===== config.mk =====
export PLATFORM = sky130hd
export DESIGN_NAME = sd_spi_block_writer
export DESIGN_NICKNAME = d
export VERILOG_FILES = /design/src/rtl/sd_wr_pkg.sv /design/src/rtl/sd_wr_crc16.sv /design/src/rtl/sd_wr_poll.sv /design/src/rtl/sd_spi_block_writer.sv
export SDC_FILE = /design/constraint.sdc
export NUM_CORES = 1
export LEC_CHECK = 0
export BUFFER_PORTS_ARGS = -buffer_cell sky130_fd_sc_hd__buf_2
export CAP_MARGIN = 25
export CORE_MARGIN = 10
export CORE_UTILIZATION = 40
export DETAILED_ROUTE_END_ITERATION = 10
export PLACE_DENSITY = 0.64
export SYNTH_ARGS = -nofsm -noshare
export SYNTH_HDL_FRONTEND = slang
export SYNTH_SLANG_ARGS = --single-unit

===== constraint.sdc =====
create_clock -name clk -period 2.95 [get_ports clk]
set_clock_uncertainty 0.15 [all_clocks]
set_input_delay 0.7375 -clock clk [delete_from_list [all_inputs] [get_ports clk]]
set_output_delay 0.7375 -clock clk [all_outputs]
set_load 0.02 [all_outputs]

===== src/rtl/sd_wr_pkg.sv =====
// Shared constants, state type and CRC step for the SD SPI block writer.
// Assumes byte-wide exchanges; the CRC is CCITT polynomial 0x1021, MSB first.
package sd_wr_pkg;

    typedef enum logic [3:0] {
        ST_IDLE,
        ST_FILL,
        ST_TOKEN,
        ST_DATA,
        ST_CRC_HI,
        ST_CRC_LO,
        ST_RESP,
        ST_BUSY,
        ST_STOP_FILL,
        ST_STOP_TOK,
        ST_STOP_BUSY,
        ST_DONE
    } wr_state_t;

    localparam logic [7:0] FILLER      = 8'hFF;
    localparam logic [7:0] TOK_SINGLE  = 8'hFE;
    localparam logic [7:0] TOK_MULTI   = 8'hFC;
    localparam logic [7:0] TOK_STOP    = 8'hFD;
    localparam logic [4:0] RESP_ACCEPT = 5'h05;
    localparam logic [7:0] STAT_OK     = 8'h00;
    localparam logic [7:0] STAT_CRC    = 8'h08;
    localparam logic [7:0] STAT_TMO    = 8'h80;
    localparam logic [15:0] CRC_POLY   = 16'h1021;

    // Advance a CRC16 by one byte, most significant bit first.
    function automatic logic [15:0] crc16_byte(input logic [15:0] c_in, input logic [7:0] d);
        logic [15:0] c;
        logic        fb;
        c = c_in;
        for (int i = 7; i >= 0; i--) begin
            fb = c[15] ^ d[i];
            c  = {c[14:0], 1'b0};
            if (fb) c = c ^ CRC_POLY;
        end
        return c;
    endfunction

endpackage


===== src/rtl/sd_wr_crc16.sv =====
// Running CRC16 over the payload of one block.
// Assumes clear and en are never asserted together; clear wins if they are.
module sd_wr_crc16 import sd_wr_pkg::*; (
    input  logic        clk,
    input  logic        rst_n,
    input  logic        clear,
    input  logic        en,
    input  logic [7:0]  din,
    output logic [15:0] crc
);

    // Accumulate one byte per accepted payload exchange.
    always_ff @(posedge clk) begin
        if (!rst_n)     crc <= '0;
        else if (clear) crc <= '0;
        else if (en)    crc <= crc16_byte(crc, din);
    end


    crc_clear_chk: assert property (@(posedge clk) disable iff (!rst_n)
        clear |=> (crc == 16'h0000));

endmodule


===== src/rtl/sd_wr_poll.sv =====
// Read counter for a bounded polling loop.
// Counts reads since clear; first marks read 0, last marks read LIMIT-1.
// Assumes the owner stops stepping once last is reached.
module sd_wr_poll #(
    parameter int LIMIT = 8
) (
    input  logic clk,
    input  logic rst_n,
    input  logic clear,
    input  logic step,
    output logic first,
    output logic last
);

    localparam int CW = $clog2(LIMIT + 1);

    logic [CW-1:0] cnt;

    // Count polling reads, restarting whenever the loop is not active.
    always_ff @(posedge clk) begin
        if (!rst_n)     cnt <= '0;
        else if (clear) cnt <= '0;
        else if (step)  cnt <= cnt + CW'(1);
    end

    assign first = (cnt == '0);
    assign last  = (cnt == CW'(LIMIT - 1));


    poll_bound_chk: assert property (@(posedge clk) disable iff (!rst_n)
        cnt < CW'(LIMIT));

endmodule


===== src/rtl/sd_spi_block_writer.sv =====
// Data phase of an SD card SPI-mode write: tokens, payload, CRC16,
// data-response decode, busy polling and the multi-block stop token.
// Assumes the write command was already answered, that xfer_ack comes only
// while xfer_req is high, and that in_valid stays high until in_ready.
module sd_spi_block_writer import sd_wr_pkg::*; #(
    parameter int CNT_W      = 16,
    parameter int SIZE_W     = 12,
    parameter int BUSY_LIMIT = 3000000,
    parameter int RESP_TRIES = 8
) (
    input  logic              clk,
    input  logic              rst_n,
    input  logic              start,
    input  logic [CNT_W-1:0]  blk_count,
    input  logic [SIZE_W-1:0] blk_size,
    input  logic              multi,
    output logic              busy,
    output logic              done,
    output logic [7:0]        status,
    input  logic [7:0]        in_data,
    input  logic              in_valid,
    output logic              in_ready,
    output logic              xfer_req,
    output logic [7:0]        xfer_tx,
    input  logic              xfer_ack,
    input  logic [7:0]        xfer_rx
);

    wr_state_t         state, state_nx;
    logic [CNT_W-1:0]  blk_left, blk_nx;
    logic [SIZE_W-1:0] byte_left, byte_nx;
    logic [SIZE_W-1:0] size_q;
    logic              multi_q;
    logic [7:0]        status_q, status_nx;
    logic [15:0]       crc;
    logic              xchg;
    logic              resp_step, resp_first, resp_last;
    logic              busy_step, busy_first, busy_last;
    logic              in_busy_wait;

    assign xchg         = xfer_req && xfer_ack;
    assign in_busy_wait = (state == ST_BUSY) || (state == ST_STOP_BUSY);

    sd_wr_crc16 u_crc (
        .clk   (clk),
        .rst_n (rst_n),
        .clear (state == ST_TOKEN),
        .en    (xchg && (state == ST_DATA)),
        .din   (in_data),
        .crc   (crc)
    );

    sd_wr_poll #(.LIMIT(RESP_TRIES)) u_resp_poll (
        .clk   (clk),
        .rst_n (rst_n),
        .clear (state != ST_RESP),
        .step  (resp_step),
        .first (resp_first),
        .last  (resp_last)
    );

    sd_wr_poll #(.LIMIT(BUSY_LIMIT)) u_busy_poll (
        .clk   (clk),
        .rst_n (rst_n),
        .clear (!in_busy_wait),
        .step  (busy_step),
        .first (busy_first),
        .last  (busy_last)
    );

    // Exchange request and the byte sent in each state.
    always_comb begin
        xfer_req = 1'b1;
        xfer_tx  = FILLER;
        unique case (state)
            ST_IDLE, ST_DONE: xfer_req = 1'b0;
            ST_TOKEN:         xfer_tx  = multi_q ? TOK_MULTI : TOK_SINGLE;
            ST_DATA: begin
                xfer_req = in_valid;
                xfer_tx  = in_data;
            end
            ST_CRC_HI:        xfer_tx  = crc[15:8];
            ST_CRC_LO:        xfer_tx  = crc[7:0];
            ST_STOP_TOK:      xfer_tx  = TOK_STOP;
            default:          xfer_tx  = FILLER;
        endcase
    end

    assign in_ready = (state == ST_DATA) && xfer_ack;
    assign busy     = (state != ST_IDLE);
    assign done     = (state == ST_DONE);
    assign status   = status_q;

    // Sequencing: next state, counters and final status.
    always_comb begin
        state_nx  = state;
        status_nx = status_q;
        blk_nx    = blk_left;
        byte_nx   = byte_left;
        resp_step = 1'b0;
        busy_step = 1'b0;
        unique case (state)
            ST_IDLE: if (start) begin
                status_nx = STAT_OK;
                blk_nx    = blk_count;
                if (blk_count == '0) state_nx = multi ? ST_STOP_FILL : ST_DONE;
                else                 state_nx = ST_FILL;
            end
            ST_FILL: if (xchg) state_nx = ST_TOKEN;
            ST_TOKEN: if (xchg) begin
                byte_nx  = size_q;
                state_nx = (size_q == '0) ? ST_CRC_HI : ST_DATA;
            end
            ST_DATA: if (xchg) begin
                byte_nx = byte_left - SIZE_W'(1);
                if (byte_left == SIZE_W'(1)) state_nx = ST_CRC_HI;
            end
            ST_CRC_HI: if (xchg) state_nx = ST_CRC_LO;
            ST_CRC_LO: if (xchg) state_nx = ST_RESP;
            ST_RESP: if (xchg) begin
                if (!xfer_rx[4] || resp_last) begin
                    if (xfer_rx[4:0] == RESP_ACCEPT) begin
                        state_nx = ST_BUSY;
                    end else begin
                        status_nx = STAT_CRC;
                        state_nx  = ST_DONE;
                    end
                end else begin
                    resp_step = 1'b1;
                end
            end
            ST_BUSY: if (xchg) begin
                if (!busy_first && xfer_rx == FILLER) begin
                    if (blk_left == CNT_W'(1)) begin
                        state_nx = multi_q ? ST_STOP_FILL : ST_DONE;
                    end else begin
                        blk_nx   = blk_left - CNT_W'(1);
                        state_nx = ST_FILL;
                    end
                end else if (busy_last) begin
                    status_nx = STAT_TMO;
                    state_nx  = ST_DONE;
                end else begin
                    busy_step = 1'b1;
                end
            end
            ST_STOP_FILL: if (xchg) state_nx = ST_STOP_TOK;
            ST_STOP_TOK:  if (xchg) state_nx = ST_STOP_BUSY;
            ST_STOP_BUSY: if (xchg) begin
                if (!busy_first && xfer_rx == FILLER) begin
                    state_nx = ST_DONE;
                end else if (busy_last) begin
                    status_nx = STAT_TMO;
                    state_nx  = ST_DONE;
                end else begin
                    busy_step = 1'b1;
                end
            end
            ST_DONE: state_nx = ST_IDLE;
            default: state_nx = ST_IDLE;
        endcase
    end

    // State and counter registers.
    always_ff @(posedge clk) begin
        if (!rst_n) begin
            state     <= ST_IDLE;
            status_q  <= STAT_OK;
            blk_left  <= '0;
            byte_left <= '0;
        end else begin
            state     <= state_nx;
            status_q  <= status_nx;
            blk_left  <= blk_nx;
            byte_left <= byte_nx;
        end
    end

    // Transfer parameters, captured only when a start is taken while idle.
    always_ff @(posedge clk) begin
        if (!rst_n) begin
            size_q  <= '0;
            multi_q <= 1'b0;
        end else if (state == ST_IDLE && start) begin
            size_q  <= blk_size;
            multi_q <= multi;
        end
    end


    done_pulse_chk: assert property (@(posedge clk) disable iff (!rst_n)
        done |=> !done);


    busy_origin_chk: assert property (@(posedge clk) disable iff (!rst_n)
        $rose(busy) |-> $past(start));


    status_code_chk: assert property (@(posedge clk) disable iff (!rst_n)
        done |-> (status == STAT_OK || status == STAT_CRC || status == STAT_TMO));


    req_hold_chk: assert property (@(posedge clk) disable iff (!rst_n)
        (xfer_req && !xfer_ack && state != ST_DATA) |=> (xfer_req && $stable(xfer_tx)));

endmodule


==> results of run 1 <==
## state kept, by name, summed over array words and instances, names as in the netlist
signal           cells
blk_left            16
u_resp_poll.cnt      4
byte_left           12
size_q              12
status               2
u_crc.crc           16
multi_q              1
state                4
u_busy_poll.cnt     22
## cells by family (layout without fill, tap and decap cells)
family | after synthesis | in the layout | synth area share (%)
compound gates | 166 | 166 | 20.5
xor+xnor | 46 | 46 | 7.51
fa+ha+maj | 7 | 7 | 1.63
buf+inv | 62 | 120 | 5.08
flops | 89 | 89 | 33.2
mux | 10 | 10 | 2.03
other cells | 1 | 6 | 0.0699
simple gates | 324 | 324 | 29.9
## power groups by stage
stage | Clock [mW] | Combinational (mW) | Sequential (mW)
2_1_floorplan | 0 | 0.930 | 1.39
3_3_place_gp | 0 | 1.24 | 1.46
3_5_place_dp | 0 | 1.25 | 1.46
4_1_cts | 1.10 | 1.26 | 1.44
5_1_grt | 1.17 | 1.39 | 1.46
6_report | 1.08 | 1.27 | 1.44
## how the worst min path moves through the flow
| stage | from | to | slack (ns) | cells after the start |
|---|---|---|---|---|
| 5_1_grt | status[3] | status[3] | 0.34 | 2 |
| 6_report | status[3] | status[3] | 0.32 | 2 |
| 3_3_place_gp | blk_left[9] | blk_left[9] | 0.30 | 2 |
| 2_1_floorplan | blk_left[9] | blk_left[9] | 0.29 | 2 |
| 4_1_cts | status[3] | status[3] | 0.32 | 2 |
| 3_5_place_dp | blk_left[9] | blk_left[9] | 0.31 | 2 |
## timing repair
| item | 4_1_cts | 5_1_grt |
|---|---|---|
| setup endpoints to repair | 1 | 9 |
| pin swaps | 0 | 0 |
| resized for setup | 1 | 1 |
## metal layers
metal / vias to the layer above / wire length [um] / global-route usage, %
met4: 0 / 333 / 6.22
met3: 25 / 756 / 3.87
met2: 153 / 6850 / 24.6
met5: - / 0 / 0
li1: 2636 / - / -
met1: 2490 / 6960 / 20.6
## layout by cell type (no fill, tap or decap), types with 10 or more instances in the layout
master / instances
a21boi_0: 19
nand2b_1: 12
a21oi_1: 36
buf_4: 25
xor2_1: 22
o22ai_1: 14
buf_2: 63
nor2_1: 69
inv_1: 16
nor3_1: 27
and3_1: 10
o21ai_0: 22
nor4_1: 23
nand3_1: 23
nand4_1: 16
nand2_1: 98
o31ai_1: 10
dfxtp_1: 87
xnor2_1: 24
## final cells by class
cell class                 instances  share of cell area, %
multi-input combinational        559                   54.0
sequential                        89                   28.9
tap                              176                   3.57
clock inverter                     6                  0.690
inverter                          16                  0.973
clock buffer                      10                   3.71
timing repair buffer              88                   8.15
## critical path, cell delays in order, from the launching register on
cell	delay (ns)
dfxtp_2	0.53
inv_1	0.21
nand2_1	0.14
a211oi_1	0.06
o32ai_1	0.32
buf_2	0.24
## cells in the mapped netlist, drive strengths merged, types with 7 or more instances
master,count
nand2b,12
nor4,24
inv,16
clkbuf,29
a21boi,19
nand2,98
xor2,22
nor2,69
buf,17
xnor2,24
a21oi,36
a211oi,7
o211ai,9
nor3,27
nand4,18
nand3,23
o21ai,29
dfxtp,89
and2,8
or3,10
o31ai,10
and3,10
o22ai,15
ha,7
mux2,7
## stage by stage
stage / std cells / power [mW]
after floorplan: 710 / 2.32
after global placement: 928 / 2.70
after detailed placement: 928 / 2.71
after CTS: 944 / 3.79
after global routing: 944 / 4.02
final: 944 / 3.80
==> summary.txt, run 1 <==
Finish
  • Sequential cell area: 1780 um2
  • Share of cells above drive strength 1: 16.4%
  • Layout Utilization: 46.8%
  • Ant diodes: 0
  • # fillers: 1288
  • Multi-input logic area: 3330 um2
  • NumNets Final: 820
  • Post-route cell area: 6170 um2
  • Layout area overhead: 15.0%

Global routing
  • Initial antenna violation count: 0
  • Largest net degree at the start of global routing: 30
  • GRT Total Usage: 15.9%
  • Total grt overflow: 0
  • Global-route wire length before repair: 24.2 mm
  • Vias in the first global route: 4918

Worst setup path
  • Crit path max fanout: 18
  • Worst endpoint data arrival time: 1.86 ns
  • Worst Setup Start Kind: flop
  • Critical path class: flop to primary output
  • FF-to-FF path depth: 6
  • Critical Path End: xfer_tx[1]
  • Worst Setup SP: state[1]
  • WP data required: 2.06 ns
  • FF-to-FF setup slack: 0.27 ns
  • CP Capture Type: primary output
  • FF-to-FF End: blk_left[9]
  • Reg-to-Reg Start: blk_left[7]

Pwr
  • Power density cells: 616 nW/um2
  • Share of power burned in the clock network: 28.5%
  • Internal power: 2.36 mW
  • Peak supply drop: 0.000240 V
  • Sw Ratio: 38.1%
  • Gate power share: 33.5%
  • Leakage: 2.30 nW
  • Flop pwr share: 38.0%
  • P_sw: 1.45 mW

Clock network
  • Setup repair bufs after CTS: 0
  • CTS Buffer Depth: 2
  • CTS Hold Bufs: 0
  • Worst-path clk slew: 0.06 ns
  • # clock sinks: 89
  • TritonCTS Buffers: 9
  • Clock latency on the worst-skew pair: 0.36 ns
  • H-Tree Level Count: 3
  • CTS tree: built
  • Clock root cell: clkbuf_16

Logic synthesis
  • Share of the synthesized area in the top cell type: 33.2%
  • Netlist Area Pre-Place: 5370 um2
  • Synth warnings: 0
  • Dominant cell type by area after synthesis: dfxtp_1
  • Count of different cell masters after synthesis: 66
  • FFs w/ async S/R, synth: 0%
  • Synth Instances: 705
  • Main synth FF type: dfxtp_1
  • Post-synth EDFFs: 0
  • Syn Area/Cell: 7.61 um2
  • Top post-synthesis cells by area: dfxtp_1 33%, nand2_1 6.9%, nor2_1 4.8%
  • Flops & latches, synth: 89
  • Post-synthesis sequential area ratio: 33.2%

Detailed routing
  • Vias per cell: 5.62
  • Initial DRC Count: 426
  • Routed wire length: 14.9 mm
  • DRC viols: 0
  • Drt wl/cell: 15.8 um
  • Antenna Nets Post-Route: 0
  • Vias: 5304
  • Pre-antenna DRT Iters: 7

STA
  • FMAX: 364 MHz
  • Worst-Margin Slew: 0.611 ns
  • Slew Limit Headroom: 59.2%
  • Setup_tns: 0 ns
  • Final worst slack: 0.204 ns
  • Final Hold Viols: 0
  • Tmin final: 2.75 ns
  • RSZ-0062 raised after global routing: no
  • Fin crit share: 93.1%
  • Fin. max-slew vios: 0
  • Final hold slack: 0.321 ns
  • Final setup violation count: 0

Die
  • Die W: 136 um
  • Die footprint: 18400 um2
  • Core footprint: 13200 um2
  • # IOs: 70
  • Cell row count: 42
  • Starting Density: 40.7%
  • Die Y: 136 um

Placement
  • I/O Buffers: 63
  • Placed Area: 5900 um2
  • DP HPWL: 11.0 mm
  • DP Worst Slack: 0.136 ns
  • Routability cong.: 0.903

Run status
  • Status: completed

Min path
  • HP Class: flop to flop

Flow run
  • MaxCap Viol Count: 0
(Power assumes the default switching activity.)
==> run 2, diff against run 1 <==
--- a/config.mk
+++ b/config.mk
@@ -5,12 +5,14 @@
 export SDC_FILE = /design/constraint.sdc
 export NUM_CORES = 1
 export LEC_CHECK = 0
+export ABC_AREA = 1
 export BUFFER_PORTS_ARGS = -buffer_cell sky130_fd_sc_hd__buf_2
 export CAP_MARGIN = 25
 export CORE_MARGIN = 10
 export CORE_UTILIZATION = 40
 export DETAILED_ROUTE_END_ITERATION = 10
-export PLACE_DENSITY = 0.64
+export PLACE_DENSITY = 0.63
+export SKIP_LAST_GASP = 1
 export SYNTH_ARGS = -nofsm -noshare
 export SYNTH_HDL_FRONTEND = slang
 export SYNTH_SLANG_ARGS = --single-unit
==> run 2 against run 1 <==
Compared with the run above:
- via count increased by 11%
- critical endpoint is now xfer_tx[0]
- clock-buffer cell count unchanged
- total power increased by 9.6%
- register-to-register slack improved by 0.15 ns
- synthesized cell count increased by 29%
- core utilization decreased by 0.68 points
- critical path type unchanged
- sequential share of layout area decreased by 1.1 points
- setup slack got worse by 0.067 ns
- first-iteration DRC count decreased by 16%
- die area increased by 5.7%
- worst hold slack got worse by 0.0093 ns
==> summary.txt, run 2 <==
Finish
  • Post-route cell area: 6420 um2 (was 6170 um2)
  • Commonest non-fill, non-tap cell in the layout: nand2_1 (unchanged)
  • Regs by FF count: u_busy_poll.cnt x22, blk_left x16, u_crc.crc x16 (unchanged)
  • Sequential cell area: 1780 um2 (unchanged)
  • Ant diodes: 0 (unchanged)
  • Biggest register: u_busy_poll.cnt (unchanged)
  • Max reg flops: 22 (unchanged)
  • Most frequent cells in the layout: 186 x nand2_1, 136 x nor2_1, 99 x inv_1 (was 98 x nand2_1, 87 x dfxtp_1, 69 x nor2_1)
  • # fillers: 1516 (was 1288)
  • NumNets Final: 1013 (was 820)
  • Multi-input logic area: 3360 um2 (was 3330 um2)
  • Layout area overhead: 12.2% (was 15.0%)
  • Share of cells above drive strength 1: 12.3% (was 16.4%)

Global routing
  • Initial antenna violation count: 0 (unchanged)
  • GR Layer Usage met1: 20.9% (was 20.6%)
  • Met2 Usage GRT: 25.1% (was 24.6%)
  • Largest net degree at the start of global routing: 31 (was 30)
  • Global-route met3 utilization: 2.96% (was 3.87%)
  • Global-route wire length before repair: 26.4 mm (was 24.2 mm)
  • GRT Total Usage: 15.9% (about the same)
  • Vias in the first global route: 5509 (was 4918)
  • GRT busiest layer: met2 (unchanged)
  • Total grt overflow: 0 (unchanged)

Clock network
  • H-Tree Level Count: 3 (unchanged)
  • Clock root cell: clkbuf_16 (unchanged)
  • CTS Buffer Depth: 2 (unchanged)
  • Clock latency on the worst-skew pair: 0.35 ns (was 0.36 ns)
  • # clock sinks: 89 (unchanged)
  • CTS Hold Bufs: 0 (unchanged)
  • CTS tree: built (unchanged)
  • Setup repair bufs after CTS: 0 (unchanged)
  • Worst-path clk slew: 0.06 ns (about the same)
  • TritonCTS Buffers: 9 (unchanged)

Placement
  • Placed Area: 6140 um2 (was 5900 um2)
  • DP HPWL: 11.7 mm (was 11.0 mm)
  • Routability cong.: 0.880 (was 0.903)
  • I/O Buffers: 63 (unchanged)

STA
  • Slew Limit Headroom: 34.0% (was 59.2%)
  • Fin crit share: 95.3% (was 93.1%)
  • Final Hold Viols: 0 (unchanged)
  • Fin. max-slew vios: 0 (unchanged)
  • Final setup violation count: 0 (unchanged)
  • Worst-Margin Slew: 0.986 ns (was 0.611 ns)
  • RSZ-0062 raised after global routing: no (unchanged)
  • FMAX: 356 MHz (was 364 MHz)
  • Setup_tns: 0 ns (unchanged)
  • Tmin final: 2.81 ns (was 2.75 ns)

Worst setup path
  • CP Buf/Inv Count: 3 (was 2)
  • Crit path max fanout: 21 (was 18)
  • FF-to-FF End: u_busy_poll.cnt[21] (was blk_left[9])
  • Top delay family on crit path: buffers and inverters (was flip-flops)
  • Biggest cell delay along the critical path: 0.47 ns (was 0.53 ns)
  • Critical path depth in cells: 7 (was 5)
  • WP data required: 2.06 ns (about the same)
  • Critical path class: flop to primary output (unchanged)
  • FF-to-FF path depth: 7 (was 6)
  • CP Capture Type: primary output (unchanged)
  • Slowest-stage cell, CP: dfxtp_1 (was dfxtp_2)
  • CP Cell Sequence: inv_2 > nand2_1 > nor2_4 > buf_4 > a221oi_1 > o211ai_1 > buf_2 (was inv_1 > nand2_1 > a211oi_1 > o32ai_1 > buf_2)
  • Worst Setup Start Kind: flop (unchanged)
  • Worst endpoint data arrival time: 1.93 ns (was 1.86 ns)
  • Reg-to-Reg Start: state[0] (was blk_left[7])
  • FF-to-FF setup slack: 0.42 ns (was 0.27 ns)

Min path
  • Hold Path End: u_resp_poll.cnt[3] (was status[3])
  • Hold path start: u_resp_poll.cnt[3] (was status[3])
  • Worst hold stages: 1 (was 2)
  • HP Class: flop to flop (unchanged)

Pwr
  • Leakage: 2.67 nW (was 2.30 nW)
  • Total power: 4.17 mW (was 3.80 mW)
  • Power density cells: 649 nW/um2 (was 616 nW/um2)
  • Peak supply drop: 0.000306 V (was 0.000240 V)

Die
  • Die Y: 140 um (was 136 um)
  • Die W: 140 um (was 136 um)
  • # IOs: 70 (unchanged)
  • Core footprint: 13900 um2 (was 13200 um2)
  • Starting Density: 41.1% (was 40.7%)
  • Die footprint: 19500 um2 (was 18400 um2)
  • Cell row count: 43 (was 42)

Logic synthesis
  • Synth warnings: 0 (unchanged)
  • Mux cell area share after synthesis: 0% (was 2.03%)
  • Dominant cell type by area after synthesis: dfxtp_1 (unchanged)
  • Synth Instances: 907 (was 705)
  • FFs w/ async S/R, synth: 0% (unchanged)
  • Count of different cell masters after synthesis: 40 (was 66)
  • Share of the synthesized area in the top cell type: 31.1% (was 33.2%)
  • Post-synthesis simple-gate area fraction: 33.1% (was 29.9%)
  • Post-synth EDFFs: 0 (unchanged)
  • Post-synth top cells: 186 x nand2_1, 138 x nor2_1, 99 x inv_1 (was 98 x nand2_1, 89 x dfxtp_1, 69 x nor2_1)
  • Main synth FF type: dfxtp_1 (unchanged)
  • Netlist Area Pre-Place: 5730 um2 (was 5370 um2)
  • Flops & latches, synth: 89 (unchanged)
  • Synth Area in Adders: 1.53% (was 1.63%)
  • Post-synthesis sequential area ratio: 31.1% (was 33.2%)
  • Top post-synthesis cells by area: dfxtp_1 31%, nand2_1 12%, nor2_1 9.0% (was dfxtp_1 33%, nand2_1 6.9%, nor2_1 4.8%)
  • Compound-gate portion of the synthesized area: 18.0% (was 20.5%)
  • Syn Area/Cell: 6.31 um2 (was 7.61 um2)
  • Synth Area in XOR/XNOR: 5.51% (was 7.51%)
  • Largest family of logic cells by synthesized area: simple AND/OR/NAND/NOR gates (unchanged)
  • Cell with the most instances after synthesis: nand2_1 (unchanged)

Detailed routing
  • Initial DRC Count: 356 (was 426)
  • DRC viols: 0 (unchanged)
  • Pre-antenna DRT Iters: 5 (was 7)
  • Antenna Nets Post-Route: 0 (unchanged)
  • Vias per cell: 5.15 (was 5.62)
  • Routed wire length: 15.6 mm (was 14.9 mm)
  • Vias: 5875 (was 5304)
  • Drt wl/cell: 13.7 um (was 15.8 um)

Run status
  • Status: completed (unchanged)

Flow run
  • MaxCap Viol Count: 0 (unchanged)
[run 2: cell types whose count changed after synthesis, sizes merged, moves of 41 or more]
cell	before	now
inv	16	107
nor2	69	145
a21oi	36	86
nand3	23	64
nand2	98	191
o21ai	29	72
[run 2: layout make-up]
class	instances	area share (%)
well taps	180	3.51
inverters	107	6.25
clock buffers	10	3.72
multi-input cells	677	52.3
clock inverters	5	0.506
repair buffers	72	5.96
flip-flops and latches	89	27.8
[run 2: per-layer routing]
layer	vias to the layer above	wire [um]
li1	3047	-
met1	2642	7540
met2	160	6870
met3	26	897
met4	0	269
met5	-	0
[run 2: worst max path at each step]
stage | slack, ns | startpoint | end
after CTS | 0.009 | state[1] | xfer_tx[0]
after floorplan | 0.47 | state[3] | xfer_tx[0]
after global routing | 0.002 | state[2] | xfer_tx[0]
after detailed placement | 0.39 | state[1] | xfer_tx[0]
after global placement | 0.44 | state[1] | xfer_tx[7]
final | 0.14 | state[2] | xfer_tx[0]
[run 2: report_power, final]
| part | switching [mW] | total (mW) | internal, mW |
|---|---|---|---|
| sequential | 0.139 | 1.52 | 1.38 |
| clock | 0.496 | 1.08 | 0.586 |
| combinational | 1.05 | 1.57 | 0.518 |
| total | 1.69 | 4.17 | 2.48 |
[run 2: worst reg2reg max path: stages (launching register included)]
cell,delay [ns]
dfxtp_1,0.37
inv_1,0.17
nand2_1,0.12
nor2_1,0.28
nor2_2,0.14
nor2_1,0.77
inv_2,0.27
a21oi_1,0.20
[run 2: through the flow]
stage	setup WS, ns	cells	hold slack (ns)	util, %
after global placement	0.437	1125	0.291	44.1
final	0.137	1140	0.311	46.1
after floorplan	0.466	912	0.272	-
after CTS	0.00900	1140	0.306	46.0
after detailed placement	0.392	1125	0.292	44.1
after global routing	0.00249	1140	0.328	46.1
[run 2: timing repair]
action                     in CTS  in global routing
gates resized for setup         0                  5
hold endpoints to repair        0                  0
setup endpoints to repair       0                  8
[run 2: cells by family (layout without fill, tap and decap cells)]
| group | Yosys count | after routing |
|---|---|---|
| other cells | 1 | 6 |
| xor+xnor | 36 | 36 |
| simple gates | 440 | 440 |
| buf+inv | 146 | 194 |
| fa+ha+maj | 7 | 7 |
| flops | 89 | 89 |
| compound gates | 188 | 188 |
